<file path="src/rtl/nvm_pe_ctrl.sv">
module nvm_pe_ctrl #(
  parameter int unsigned AW      = 7,
  parameter int unsigned DEPTH   = 96,
  parameter int unsigned T_PROG  = 40,
  parameter int unsigned T_BYTE  = 30,
  parameter int unsigned T_BLOCK = 50,
  parameter int unsigned T_BULK  = 80
) (
  input  logic          clk,
  input  logic          rst_n,
  input  logic          bus_req,
  input  logic          bus_wr,
  input  logic          bus_ctl,
  input  logic [AW-1:0] bus_addr,
  input  logic [7:0]    bus_wdata,
  output logic [7:0]    bus_rdata,
  output logic [AW-1:0] arr_addr,
  output logic [7:0]    arr_wdata,
  output logic          arr_hv_en,
  output logic [1:0]    arr_op,
  output logic          arr_pd,
  output logic          arr_rd_en,
  output logic [AW-1:0] arr_rd_addr,
  input  logic [7:0]    arr_rdata,
  output logic          err_flag
);
  localparam int unsigned TM_A = (T_PROG > T_BYTE) ? T_PROG : T_BYTE;
  localparam int unsigned TM_B = (T_BLOCK > T_BULK) ? T_BLOCK : T_BULK;
  localparam int unsigned T_MAX = (TM_A > TM_B) ? TM_A : TM_B;
  localparam int unsigned CW = $clog2(T_MAX + 1);
  localparam logic [AW:0] LIMIT = DEPTH[AW:0];

  logic          spare_q, pd_q, lat_q, auto_q, start_q, vld_q, err_q;
  logic [1:0]    mode_q;
  logic [CW-1:0] cnt_q;
  logic [AW-1:0] addr_q;
  logic [7:0]    data_q;

  wire ctl_wr  = bus_req & bus_wr & bus_ctl;
  wire arr_wr  = bus_req & bus_wr & ~bus_ctl;
  wire arr_rd  = bus_req & ~bus_wr & ~bus_ctl;
  wire addr_ok = {1'b0, bus_addr} < LIMIT;
  wire capture = lat_q & ~start_q & (arr_wr | arr_rd);
  wire set_ok  = ctl_wr & bus_wdata[0] & ~start_q & lat_q & vld_q;
  wire timeout = start_q & auto_q & (cnt_q == '0);
  wire abort   = arr_rd & start_q;
  wire lat_d   = ctl_wr ? (bus_wdata[2] | start_q) : lat_q;
  wire unused_wd6 = bus_wdata[6];

  function automatic logic [CW-1:0] op_len(input logic [1:0] m);
    case (m)
      2'b00:   op_len = CW'(T_PROG - 1);
      2'b01:   op_len = CW'(T_BYTE - 1);
      2'b10:   op_len = CW'(T_BLOCK - 1);
      default: op_len = CW'(T_BULK - 1);
    endcase
  endfunction

  always_ff @(posedge clk or negedge rst_n) begin
    if (!rst_n) begin
      spare_q <= 1'b0;
      pd_q    <= 1'b0;
      mode_q  <= 2'b00;
      auto_q  <= 1'b0;
      lat_q   <= 1'b0;
    end else begin
      lat_q <= lat_d;
      if (ctl_wr) spare_q <= bus_wdata[7];
      if (ctl_wr && !start_q) begin
        pd_q   <= bus_wdata[5];
        mode_q <= bus_wdata[4:3];
        auto_q <= bus_wdata[1];
      end
    end
  end

  always_ff @(posedge clk or negedge rst_n) begin
    if (!rst_n) start_q <= 1'b0;
    else if (abort || timeout) start_q <= 1'b0;
    else if (ctl_wr) start_q <= start_q ? bus_wdata[0] : set_ok;
  end

  always_ff @(posedge clk or negedge rst_n) begin
    if (!rst_n) cnt_q <= '0;
    else if (set_ok) cnt_q <= op_len(bus_wdata[4:3]);
    else if (start_q && auto_q && cnt_q != '0) cnt_q <= cnt_q - 1'b1;
  end

  always_ff @(posedge clk or negedge rst_n) begin
    if (!rst_n) begin
      vld_q  <= 1'b0;
      addr_q <= '0;
      data_q <= '0;
    end else begin
      if (!lat_d) vld_q <= 1'b0;
      else if (capture) vld_q <= addr_ok;
      if (capture) addr_q <= bus_addr;
      if (capture && arr_wr) data_q <= bus_wdata;
    end
  end

  always_ff @(posedge clk or negedge rst_n) begin
    if (!rst_n) err_q <= 1'b0;
    else if (set_ok) err_q <= 1'b0;
    else if (abort) err_q <= 1'b1;
  end

  wire [7:0] ctl_val = {spare_q, 1'b0, pd_q, mode_q, lat_q, auto_q, start_q};

  assign bus_rdata   = bus_ctl ? ctl_val : lat_q ? data_q : pd_q ? 8'h00 : arr_rdata;
  assign arr_addr    = addr_q;
  assign arr_wdata   = data_q;
  assign arr_hv_en   = start_q;
  assign arr_op      = mode_q;
  assign arr_pd      = pd_q;
  assign arr_rd_en   = arr_rd & ~lat_q & ~pd_q;
  assign arr_rd_addr = bus_addr;
  assign err_flag    = err_q;
endmodule

</file>
<file path="config.mk">
export PLATFORM = sky130hd
export DESIGN_NAME = nvm_pe_ctrl
export DESIGN_NICKNAME = d
export VERILOG_FILES = /design/src/rtl/nvm_pe_ctrl.sv
export SDC_FILE = /design/constraint.sdc
export NUM_CORES = 1
export LEC_CHECK = 0
export BUFFER_PORTS_ARGS = -buffer_cell sky130_fd_sc_hd__buf_2
export CAP_MARGIN = 40
export CORE_MARGIN = 5
export CORE_UTILIZATION = 49
export DETAILED_ROUTE_END_ITERATION = 16
export HOLD_SLACK_MARGIN = 0.05
export PLACE_DENSITY = 0.84
export RECOVER_POWER = 25
export SETUP_SLACK_MARGIN = 0.1
export SKIP_CTS_REPAIR_TIMING = 1
export SLEW_MARGIN = 20
export SYNTH_ARGS = -nofsm -noshare
export SYNTH_HDL_FRONTEND = slang
export SYNTH_SLANG_ARGS = --single-unit
</file>
<file path="constraint.sdc">
create_clock -name clk -period 1.85 [get_ports clk]
set_clock_uncertainty 0.1 [all_clocks]
set_input_delay 0 -clock clk [delete_from_list [all_inputs] [get_ports clk]]
set_output_delay 0 -clock clk [all_outputs]
set_load 0.02 [all_outputs]
</file>
* Yosys cells after proc, flatten, opt, wreduce, memory -nomap -nowiden
Index checks and enable logic that the tools add are counted.
** Word-level totals
- Input port bits :: 28
- Logic and storage cells :: 65
- Register bits :: 31
- Output and inout port bits :: 36
** Cells by class
- $add $sub $neg :: 1
- Eq/ne operators :: 3
- Reductions and logical operators :: 12
- Muxes and demuxes :: 14
- Bitwise operators :: 23
- Order comparisons :: 1
** Operators with widths (number)
- 8-bit two-way mux :: 3
- 7-bit one-hot mux with 3 select lines :: 1
- 1-bit AND :: 16
- 7-bit two-way mux :: 2
- 1-bit two-way mux :: 8
- 7-bit zero test :: 1
- 7-bit < comparator, second input constant :: 1
- 7-bit nonzero test :: 1
- 7-bit by 1-bit subtractor with 7-bit output, second input constant :: 1
- 2-bit nonzero test :: 3
- 1-bit inverter :: 5
- 1-bit logical AND :: 4
- 2-bit by 1-bit equality test with 1-bit output, second input constant :: 1
- 2-bit equality test, second input constant :: 1
- 2-bit zero test :: 1
- 2-bit inequality test, second input constant :: 1
- 1-bit OR :: 2
- 1-bit zero test :: 1
- 1-bit logical OR :: 1

* Logic depth before layout (Yosys ltp)
- Word-level depth :: 9
- Gate-level depth with buffers :: 6
- Mapped depth without buffers :: 6

* Worst setup path after synthesis
Ideal clock, no wire load.
- Path kind :: reg2reg
- From :: reg start_q, in the netlist arr_hv_en
- To :: reg cnt_q[3]
- Stages on the path, launching flop included :: 6
- Arrival time :: 1.449 ns
- Period minus slack after synthesis :: 1.675 ns
- Slack :: 0.175 ns
- Setup time :: 0.126 ns
- Data required time :: 1.624 ns
- Buffers on the path :: 2
- Path through :: dfrtp_1 -> buf_6 -> nand4b_4 -> or2_1 -> buf_6 -> o311a_1
** Between the ends
- Word-level cells in the longest chain between the ends :: 5
- Elaborated cells between the ends (all ways) :: 8
- Classes of those cells :: 1 x mux; 4 x bitwise; 3 x reduce/logical
** RTL lines
- start: declaration :: line 33 : logic spare_q, pd_q, lat_q, auto_q, start_q, vld_q, err_q;
- start signal: assignment :: line 80 : else if (ctl_wr) start_q <= start_q ? bus_wdata[0] : set_ok;
- 1-bit inverter :: line 44 : wire set_ok = ctl_wr & bus_wdata[0] & ~start_q & lat_q & vld_q;
- 1-bit AND (3 in series) :: line 44
- 7-bit two-way mux or 2-bit nonzero test (tied branches)
- end signal: assignment :: line 85 : else if (set_ok) cnt_q <= op_len(bus_wdata[4:3]);
- end signal: assignment :: line 86 : else if (start_q && auto_q && cnt_q != '0) cnt_q <= cnt_q - 1'b1;
- end: declaration :: line 35 : logic [CW-1:0] cnt_q;
Several ways; a longest one is shown, not always the timed one.
A chain may end at the register's enable or synchronous reset.

* Worst setup path in the final report
- From :: reg cnt_q[0]
- To :: reg cnt_q[2]
** Between the ends
- Word-level cells in the longest chain between the ends :: 3
- Elaborated cells between the ends (all ways) :: 6
- Classes of those cells :: 1 x add/sub; 2 x mux; 3 x reduce/logical
** RTL lines (line)
- 7-bit by 1-bit subtractor with 7-bit output or 7-bit nonzero test (tied branches) :: 86
- 7-bit two-way mux or 1-bit logical AND (tied branches) :: 86
- 7-bit two-way mux or 2-bit nonzero test (tied branches)
Several ways; a longest one is shown, not always the timed one. The select of a mux whose other input is x is not followed.

==> impl_metrics.yaml <==
timing:
  relSlewSlack_pct: 48.33
  drv_slew: 0
  tns_ns: 0
  fmax_ghz: 0.5683
  final-hold-violation-count: 0
  fin_crit_ns: 1.760
  post-route-period-util_pct: 95.12
  finalSetupViolations: 0
  tightest_slew_ns: 0.7751
global_route:
  gr-usage-all-layers_pct: 18.10
  grt_pass1_wl_mm: 6.341
  gr-total-overflow: 0
  antenna_found_initial: 0
  first_global_vias: 1459
  grt_max_degree: 32
yosys:
  synth_area_leaders: "dfrtp_1 46%, mux2_2 11%, ha_1 5.2%"
  avgSynthCellArea_um2: 10.76
  synth_area_um2: 1700
  synth-edff-count: 0
  synth_top_area_cell: "dfrtp_1"
  synth_top_area_share_pct: 45.62
  async_flop_share_pct: 100.0
  synth_ff_type: "dfrtp_1"
  yosys_warnings: 0
  syn_nets: 193
  synth_cells: 158
  synth_seq_cells: 31
  yosysUniqueCellTypes: 42
  ys_seq_area_share_pct: 45.62
clocking:
  clk_latency_ns: 0.33
  cts_max_level: 2
  cts_buffers: 5
  cts_sinks: 31
  path_clk_slew_ns: 0.10
  cts.path.max_buffers: 2
  cts_tree: "done"
  root_buffer: "clkbuf_4"
final_layout:
  final_cell_mix: "58 x buf_2, 31 x dfrtp_1, 19 x dlygate4sd3_1, 16 x mux2_2, 14 x nand2_1"
  area_growth_pct: 39.74
  drive_gt1_share_pct: 42.91
  fin_nets: 282
  final_util_pct: 71.20
  diodes: 0
  final_common_cell: "buf_2"
  nFillCells: 260
routing:
  wire_per_inst_um: 15.17
  drc: 0
  via_per_inst: 5.290
  first_pass_iters: 5
  wl_mm: 4.444
  detail-route-antenna-nets: 0
  vias: 1550
  drtIter0Drc: 60
die:
  dieArea_um2: 4749
  io_pins: 64
  die_h_um: 68.91
  fp.dieW_um: 68.91
  core_um2: 3337
  rows: 21
  initial_core_util_pct: 50.96
power_and_ir_drop:
  leakagePower_uw: 0.001178
  peakVddDrop_mv: 0.6328
  clkPwrFrac_pct: 21.1
  p_sw_share_pct: 35.95
  switchingPower_uw: 855.3
  power_frac_seq_pct: 41.3
  power_density_nw_per_um2: 1001
  p_int_uw: 1524
  p_comb_share_pct: 37.6
status:
  status: "complete, no violations"
critical_path:
  path_buf_inv: 1
  start_kind: "flip-flop"
  critPathSlowestCell: "dfrtp_1"
  path_max_fanout: 8
  crit_required_ns: 2.01
  cpLargestDelayFamily: "compound AO/OA/AOI/OAI gates"
  end_kind: "flip-flop"
  critPathMaxStageDelay_ns: 0.41
  cp_data_arrival_time_ns: 1.92
  cp_cell_sequence: "inv_2, ha_4, nor3b_4, a21oi_4, a222oi_1, o31a_1"
  critPathKind: "reg2reg"
job:
  drv_cap: 0
hold_path:
  hp-class: "in2reg"
place:
  hpwl_mm: 2.934
  portBuffers: 63
  gp_congestion: 0.8051
[worst register-to-register path: stages, from the launching register on]
cell and delay (ns):
dfrtp_1 0.41, inv_2 0.10, ha_4 0.14, nor3b_4 0.25, a21oi_4 0.12, a222oi_1 0.36, o31a_1 0.21
[metal layers]
layer | track usage [%] | up-vias | wire length (um)
li1 | - | 748 | -
met1 | 21.64 | 733 | 1723
met2 | 29.76 | 59 | 2375
met3 | 6.321 | 10 | 270
met4 | 7.056 | 0 | 74
met5 | 0 | - | 0
[Yosys cell counts (2+ instances only)]
master,count
and4bb_2,2
o21ai_0,13
inv_1,6
clkbuf_1,2
buf_4,7
nand3_1,5
nor3b_1,2
a32oi_1,2
dfrtp_1,31
a21oi_1,5
mux2_2,16
buf_6,3
ha_1,7
a22oi_1,5
nor3_1,4
nor2_1,7
nand3b_1,3
nand2_1,14
[power by group through the flow]
stage	sequential [uW]	clock (uW)	combinational [uW]
finish	982	502	895
global route	1010	540	978
CTS	975	513	789
detailed placement	986	0	786
global placement	974	0	772
floorplan	1130	0	351
[sequential cells by signal, summed over array words and instances (netlist names)]
register	cells
arr_addr	7
lat_q	1
arr_hv_en	1
cnt_q	7
auto_q	1
arr_op	2
arr_wdata	8
spare_q	1
arr_pd	1
vld_q	1
err_flag	1
[area by class of cell]
cell class | instances | area (um2) | share of cell area (%)
clock inverters | 1 | 30.03 | 1.264
inverters | 6 | 22.52 | 0.9479
multi-input cells | 108 | 843.3 | 35.49
clock buffers | 6 | 41.29 | 1.738
repair buffers | 95 | 605.6 | 25.49
well taps | 46 | 57.56 | 2.422
flip-flops and latches | 31 | 775.7 | 32.65
[final timing paths]
path	slack, ns	cells after the start	endpoint	start
worst max-delay path	0.09	6	cnt_q[2]$_DFFE_PN0P_	cnt_q[0]$_DFFE_PN0P_
worst min-delay path	0.11	4	arr_op[1]$_DFFE_PN0P_	bus_ctl
worst max register to register	0.09	6	cnt_q[2]$_DFFE_PN0P_	cnt_q[0]$_DFFE_PN0P_
worst min register to register	0.41	1	arr_addr[6]$_DFFE_PN0P_	arr_addr[6]$_DFFE_PN0P_
max in group asynchronous	0.98	2	arr_op[0]$_DFFE_PN0P_	rst_n
min in group asynchronous	0.17	2	arr_wdata[2]$_DFFE_PN0P_	rst_n
[cell families after synthesis]
kind of cell,synth area share [%]
adders and majority gates,5.151
and+or+nand+nor,16.63
buffers and inverters,7.137
xor gates and xnor gates,0.5152
AOI/OAI and AO/OA,14.35
muxes,10.60
DFF,45.62
[stage by stage]
| step | worst slack [ns] | power [uW] | cell area, um2 | cells | hold slack (ns) |
|---|---|---|---|---|---|
| after floorplan | 0.1751 | 1481 | 1700 | 158 | -0.3956 |
| after global placement | 0.1395 | 1746 | 2004 | 258 | -0.02372 |
| after detailed placement | 0.03613 | 1773 | 2004 | 258 | -0.02041 |
| after CTS | 0.01669 | 2277 | 2076 | 265 | -0.3839 |
| after global routing | -0.01187 | 2527 | 2376 | 293 | 0.1677 |
| final | 0.09022 | 2379 | 2376 | 293 | 0.1117 |
Power figures use the tool's default switching activity.
